==> src/rtl/uart9_pkg.sv <==
package uart9_pkg;
    localparam int unsigned OVS     = 16;
    localparam int unsigned OVS_W   = $clog2(OVS);
    localparam int unsigned CHAR_W  = 9;

    typedef enum logic [1:0] {TX_IDLE, TX_START, TX_DATA, TX_STOP} tx_state_e;
    typedef enum logic [1:0] {RX_IDLE, RX_START, RX_DATA, RX_STOP} rx_state_e;

    typedef struct packed {
        logic       mark;
        logic [7:0] payload;
    } char_t;
endpackage

==> src/rtl/uart9_tick.sv <==
module uart9_tick #(
    parameter int unsigned DIV = 4
) (
    input  logic clk,
    input  logic rst_n,
    output logic tick
);
    localparam int unsigned CW = (DIV > 1) ? $clog2(DIV) : 1;

    logic [CW-1:0] cnt;

    always_ff @(posedge clk or negedge rst_n) begin
        if (!rst_n)                     cnt <= '0;
        else if (cnt == CW'(DIV - 1))   cnt <= '0;
        else                            cnt <= cnt + 1'b1;
    end

    assign tick = (cnt == CW'(DIV - 1));
endmodule

==> src/rtl/uart9_tx.sv <==
module uart9_tx
    import uart9_pkg::*;
#(
    parameter int unsigned W = CHAR_W
) (
    input  logic         clk,
    input  logic         rst_n,
    input  logic         tick,
    input  logic         two_start,
    input  logic         two_stop,
    input  logic         load,
    input  logic [W-1:0] word,
    output logic         line,
    output logic         busy
);
    localparam int unsigned BW = $clog2(W + 1);

    tx_state_e          st, nx;
    logic [OVS_W-1:0]   tcnt;
    logic [BW-1:0]      bcnt;
    logic [W-1:0]       sh;
    logic               bit_end;

    assign bit_end = tick && (tcnt == OVS_W'(OVS - 1));

    always_ff @(posedge clk or negedge rst_n) begin
        if (!rst_n) st <= TX_IDLE;
        else        st <= nx;
    end

    always_comb begin
        nx = st;
        unique case (st)
            TX_IDLE:  if (load) nx = TX_START;
            TX_START: if (bit_end && !(two_start && bcnt == '0)) nx = TX_DATA;
            TX_DATA:  if (bit_end && bcnt == BW'(W - 1)) nx = TX_STOP;
            TX_STOP:  if (bit_end && !(two_stop && bcnt == '0)) nx = TX_IDLE;
        endcase
    end

    always_ff @(posedge clk or negedge rst_n) begin
        if (!rst_n) begin
            tcnt <= '0;
            bcnt <= '0;
            sh   <= '0;
        end else if (st == TX_IDLE) begin
            tcnt <= '0;
            bcnt <= '0;
            if (load) sh <= word;
        end else if (tick) begin
            tcnt <= tcnt + 1'b1;
            if (bit_end) begin
                bcnt <= (nx != st) ? '0 : bcnt + 1'b1;
                if (st == TX_DATA) sh <= sh >> 1;
            end
        end
    end

    always_comb begin
        line = 1'b1;
        unique case (st)
            TX_IDLE:  line = 1'b1;
            TX_START: line = 1'b0;
            TX_DATA:  line = sh[0];
            TX_STOP:  line = 1'b1;
        endcase
    end

    assign busy = (st != TX_IDLE);
endmodule

==> src/rtl/uart9_rx.sv <==
module uart9_rx
    import uart9_pkg::*;
#(
    parameter int unsigned W = CHAR_W
) (
    input  logic         clk,
    input  logic         rst_n,
    input  logic         tick,
    input  logic         two_start,
    input  logic         two_stop,
    input  logic         line,
    output logic         done,
    output logic         ok,
    output logic [W-1:0] word
);
    localparam int unsigned BW = $clog2(W + 1);

    rx_state_e          st, nx;
    logic [OVS_W-1:0]   tcnt;
    logic [BW-1:0]      bcnt;
    logic [W-1:0]       sh;
    logic               line_q;
    logic               samp;
    logic               fall;

    assign samp = tick && (tcnt == OVS_W'(OVS - 1));
    assign fall = line_q && !line;

    always_ff @(posedge clk or negedge rst_n) begin
        if (!rst_n) st <= RX_IDLE;
        else        st <= nx;
    end

    always_comb begin
        nx = st;
        unique case (st)
            RX_IDLE:  if (fall) nx = RX_START;
            RX_START: if (samp) begin
                          if (line)                             nx = RX_IDLE;
                          else if (!(two_start && bcnt == '0))  nx = RX_DATA;
                      end
            RX_DATA:  if (samp && bcnt == BW'(W - 1)) nx = RX_STOP;
            RX_STOP:  if (samp && (!line || !(two_stop && bcnt == '0))) nx = RX_IDLE;
        endcase
    end

    always_ff @(posedge clk or negedge rst_n) begin
        if (!rst_n) begin
            tcnt   <= '0;
            bcnt   <= '0;
            sh     <= '0;
            line_q <= 1'b1;
        end else begin
            line_q <= line;
            if (st == RX_IDLE) begin
                tcnt <= OVS_W'(OVS / 2);
                bcnt <= '0;
            end else if (tick) begin
                tcnt <= tcnt + 1'b1;
                if (samp) begin
                    bcnt <= (nx != st) ? '0 : bcnt + 1'b1;
                    if (st == RX_DATA) sh <= {line, sh[W-1:1]};
                end
            end
        end
    end

    always_ff @(posedge clk or negedge rst_n) begin
        if (!rst_n) begin
            done <= 1'b0;
            ok   <= 1'b0;
            word <= '0;
        end else begin
            done <= (st == RX_STOP) && (nx == RX_IDLE);
            ok   <= line;
            word <= sh;
        end
    end
endmodule

==> src/rtl/nine_bit_node_uart.sv <==
module nine_bit_node_uart
    import uart9_pkg::*;
#(
    parameter int unsigned DIV = 4
) (
    input  logic       clk,
    input  logic       rst_n,
    input  logic       loop_en,
    input  logic       two_start,
    input  logic       two_stop,
    input  logic       irq_en,
    input  logic       attn_arm,
    input  logic [7:0] tx_data,
    input  logic       tx_bit9,
    input  logic       tx_load,
    output logic       tx_busy,
    output logic       tx_pin,
    input  logic       rx_pin,
    input  logic       rx_read,
    output logic [7:0] rx_data,
    output logic       rx_bit9,
    output logic       rx_full,
    output logic       attn,
    output logic       frame_err,
    output logic       irq
);
    logic        tick;
    logic        tx_line;
    logic [1:0]  rx_sync;
    logic        rx_done;
    logic        rx_ok;
    char_t       rx_char;
    char_t       tx_char;

    assign tx_char = '{mark: tx_bit9, payload: tx_data};

    uart9_tick #(.DIV(DIV)) u_tick (
        .clk   (clk),
        .rst_n (rst_n),
        .tick  (tick)
    );

    uart9_tx #(.W(CHAR_W)) u_tx (
        .clk       (clk),
        .rst_n     (rst_n),
        .tick      (tick),
        .two_start (two_start),
        .two_stop  (two_stop),
        .load      (tx_load && !tx_busy),
        .word      (tx_char),
        .line      (tx_line),
        .busy      (tx_busy)
    );

    always_ff @(posedge clk or negedge rst_n) begin
        if (!rst_n) rx_sync <= 2'b11;
        else        rx_sync <= {rx_sync[0], loop_en ? tx_line : rx_pin};
    end

    uart9_rx #(.W(CHAR_W)) u_rx (
        .clk       (clk),
        .rst_n     (rst_n),
        .tick      (tick),
        .two_start (two_start),
        .two_stop  (two_stop),
        .line      (rx_sync[1]),
        .done      (rx_done),
        .ok        (rx_ok),
        .word      (rx_char)
    );

    always_ff @(posedge clk or negedge rst_n) begin
        if (!rst_n) begin
            rx_data   <= '0;
            rx_bit9   <= 1'b0;
            rx_full   <= 1'b0;
            attn      <= 1'b0;
            frame_err <= 1'b0;
        end else begin
            if (rx_read) begin
                rx_full   <= 1'b0;
                frame_err <= 1'b0;
            end
            if (rx_done) begin
                if (!rx_ok) begin
                    frame_err <= 1'b1;
                end else if (!attn || rx_char.mark) begin
                    rx_data <= rx_char.payload;
                    rx_bit9 <= rx_char.mark;
                    rx_full <= 1'b1;
                    if (rx_char.mark) attn <= 1'b0;
                end
            end
            if (attn_arm) attn <= 1'b1;
        end
    end

    assign tx_pin = loop_en ? 1'b1 : tx_line;
    assign irq    = rx_full && irq_en;
endmodule

==> config.mk <==
export PLATFORM = sky130hd
export DESIGN_NAME = nine_bit_node_uart
export DESIGN_NICKNAME = d
export VERILOG_FILES = /design/src/rtl/uart9_pkg.sv /design/src/rtl/uart9_tick.sv /design/src/rtl/uart9_tx.sv /design/src/rtl/uart9_rx.sv /design/src/rtl/nine_bit_node_uart.sv
export SDC_FILE = /design/constraint.sdc
export NUM_CORES = 1
export LEC_CHECK = 0
export BUFFER_PORTS_ARGS = -buffer_cell sky130_fd_sc_hd__buf_4
export CAP_MARGIN = 25
export CORE_UTILIZATION = 60
export CTS_BUF_LIST = sky130_fd_sc_hd__clkbuf_4
export CTS_CLUSTER_SIZE = 14
export DETAILED_ROUTE_END_ITERATION = 10
export PLACE_DENSITY = 0.82
export SLEW_MARGIN = 20
export SYNTH_ARGS = -nofsm -noshare
export SYNTH_HDL_FRONTEND = slang
export SYNTH_SLANG_ARGS = --single-unit
export TNS_END_PERCENT = 20
==> constraint.sdc <==
create_clock -name clk -period 2.2 [get_ports clk]
set_clock_uncertainty 0.05 [all_clocks]
set_input_delay 0.66 -clock clk [delete_from_list [all_inputs] [get_ports clk]]
set_output_delay 0.66 -clock clk [all_outputs]
set_load 0.02 [all_outputs]
==> summary.md <==
| Metric | Value |
|---|---|
| CP endpoint kind | output pin |
| Port buffer count | 33 |
| First-pass GRT wire length | 9050 µm |
| Placed insts | 351 |
| Total area of sequential cells | 0.00166 mm² |
| Syn Nets | 279 |
| Hold buffers post-CTS | 0 |
| Post-synthesis cell area | 0.00298 mm² |
| Util after Layout | 76.2% |
| Grt ovf | 0 |
| Die Area | 0.00525 mm² |
| Vias in the first global route | 2007 |
| Placement Setup Slack | 0.147 ns |
| Worst slew pin tran | 0.544 ns |
| Worst path arrival time | 1.63 ns |
| Max-Cap Viols | 0 |
| Max incr delay on CP | 0.45 ns |
| Iter 0 DRT Violations | 91 |
| Vias after detailed routing | 2018 |
| Sequential fraction of the synthesis area | 55.5% |
| Worst path slowest cell | dfrtp_1 |
| Final Hold Vio Count | 0 |
| Final Critical Period | 2.34 ns |
| Wire per inst | 15.0 µm |
| Routed Antenna Nets | 0 |
| Tcrit/Tclk final | 106% |
| WS Path Type | flop to output pin |
| Grt met1 use | 29.0% |
| Mapped Avg Cell Area | 12.0 µm² |
| Routability cong. | 0.815 |
| Worst-path clk slew | 0.11 ns |
| Fin cells | 373 |
| Initial antenna violation count | 0 |
| Max Slew Vio Count | 0 |
| Peak supply drop | 0.000437 V |
| HPWL after DPL | 3800 µm |
| Post-layout instance area | 0.00362 mm² |
| Worst Hold Class | primary input to asynchronous set/reset pin |
| TritonCTS clock tree | yes |
| Core Rows | 25 |
| CTS H-tree depth | 3 |
| DR vias/cell | 5.41 |
| Area grow syn2layout | 21.5% |
| GR Layer Usage met3 | 5.69% |
| Most used routing layer | met2 |
| GRT Util Overall | 23.3% |
| N_diodes | 0 |
| Most frequent cells in the layout | dfrtp_1 (63), buf_4 (47), nor2_1 (25) |
| Worst Path Required | 1.49 ns |
| Largest net degree at the start of global routing | 38 |
| Worst setup margin | -0.142 ns |
| DP Area | 0.00336 mm² |
| Synth cell types | 47 |
| Yosys top cell by area | dfrtp_1 |
| Multi-input logic area | 0.00129 mm² |
| Post-synth EDFFs | 0 |
| CP Launch Type | flop |
| Area contributors post-synth | dfrtp_1 (53%), mux2_2 (6.8%), ha_1 (4.6%) |
| Post-synth top area share | 52.9% |
| Clock latency on the worst-skew pair | 0.40 ns |
| RSZ-0062 raised after global routing | true |
| Failing checks | setup timing |
| Clock sink count | 66 |
| Fmax achieved | 427 MHz |
| Share of layout cells above drive strength 1 | 34.0% |
| Die Height | 72.5 µm |
| Final setup violation count | 1 |
| Top FF cell, synth | dfrtp_1 |
| Final WL | 5590 µm |
| Status | complete, but fails checks |
| FFs w/ async S/R, synth | 100% |
| Number of CTS-inserted buffers | 9 |
| DIE WIDTH | 72.5 µm |
| #FFs+latches synth | 66 |
| Core ar. | 0.00475 mm² |
| Drt first pass iters | 4 |
| Worst path cell trace | inv_2 -> ha_4 -> a21oi_2 -> or2_4 -> buf_6 |
| GR Util met2 | 37.8% |
| R2r worst-path depth | 7 |
| Pleak | 1.67 nW |
| Initial Utilization | 62.7% |
| PwrDens | 602 mW/mm² |
| Max FO, Critical Path | 4 |
| Root Buffer | clkbuf_4 |
| DRC | 0 |
| I/O pins | 34 |
| Max Buffers Root-to-Sink | 2 |
| Yosys warns | 0 |
| Final #Nets | 331 |
| Slew headroom | 63.7% |
| Post-synthesis cell count | 249 |
| Most common cell after layout, fill and taps aside | dfrtp_1 |
| Setup_tns | -0.142 ns |
| FILL cells | 314 |
==> stage by stage <==
stage | hold slack (ns) | power (mW)
floorplan | 0.295 | 1.25
global placement | 0.297 | 1.31
detailed placement | 0.297 | 1.31
CTS | 0.157 | 2.20
global route | 0.153 | 2.27
finish | 0.153 | 2.18
==> final cells by class <==
type,count,share of cell area (%)
Clock inverter,7,2.59
Clock buffer,9,1.87
Tap cell,67,2.32
Multi-Input combinational cell,163,35.7
Inverter,12,1.24
Timing Repair Buffer,49,10.6
Sequential cell,66,45.7
==> path summary, 6_finish.rpt <==
| kind | startpoint | end | slack (ns) |
|---|---|---|---|
| min | rst_n | u_tx.bcnt[3] | 0.15 |
| max | u_tx.st[1] | tx_pin | -0.14 |
| min reg2reg | rx_sync[0] | rx_sync[1] | 0.31 |
| min in group clk | rx_sync[0] | rx_sync[1] | 0.31 |
| max in group asynchronous | rst_n | rx_sync[0] | 1.39 |
| max reg2reg | u_tx.bcnt[0] | u_tx.bcnt[1] | 0.17 |
==> sequential cells by signal, summed over array words and instances, names as in the netlist, 2 cells and up <==
signal	flops
u_tick.cnt	2
u_tx.st	2
u_rx.sh	9
u_rx.tcnt	4
u_rx.bcnt	4
rx_sync	2
u_rx.st	2
u_tx.tcnt	4
rx_data	8
u_tx.bcnt	4
u_tx.sh	9
u_rx.word	9
==> cells in the mapped netlist, types with 2 or more instances <==
cell      count
a32o_1        2
dfstp_2       3
and2_1        2
xor2_1        6
nand3b_1      3
nor2_1       25
o21ai_0       7
nand3_1       6
o21a_1        2
mux2_2       18
clkbuf_1      2
nor4bb_1      2
a21oi_1      13
mux2i_1      11
dfrtp_1      63
inv_1        12
nand2_1      16
xnor2_1       2
a211oi_1      4
a21o_1        5
nor3b_1       2
nand4_1       3
ha_1         11
and3_1        2
buf_2         5
==> metal layers <==
metal  wire length [µm]  part of all wire [%]  up-vias
met1               2480                    44      978
met5                  0                     0        -
met4                141                   2.5        0
met2               2770                    50       41
li1                   -                     -      985
met3                197                   3.5       14
==> power by group <==
part / switching (mW) / internal [mW]
Clock: 0.441 / 0.458
Combinational: 0.0325 / 0.0275
Sequential: 0.00343 / 1.22
==> timing repair <==
action                                  4_1_cts  5_1_grt
endpoints found under the setup margin        2        5
setup buffers                                 4        2
gates resized for setup                      10        4
pin swaps                                     3        0
cloned                                        0        0
==> cell families after synthesis <==
| group | count (synthesis) | synth area share (%) |
|---|---|---|
| and+or+nand+nor | 71 | 12.9 |
| DFF | 66 | 55.5 |
| AOI/OAI and AO/OA | 44 | 11.1 |
| muxes | 29 | 10.5 |
| buffers and inverters | 20 | 2.98 |
| adders and majority gates | 11 | 4.62 |
| xor gates and xnor gates | 8 | 2.35 |
==> worst max-delay path, delay by kind of cell, from the launching register on <==
kind	cells	cell delay, ns
fa+ha+maj	1	0.27
compound gates	1	0.05
simple gates	1	0.23
flops	1	0.45
buf+inv	2	0.23
Power figures use the tool's default switching activity.
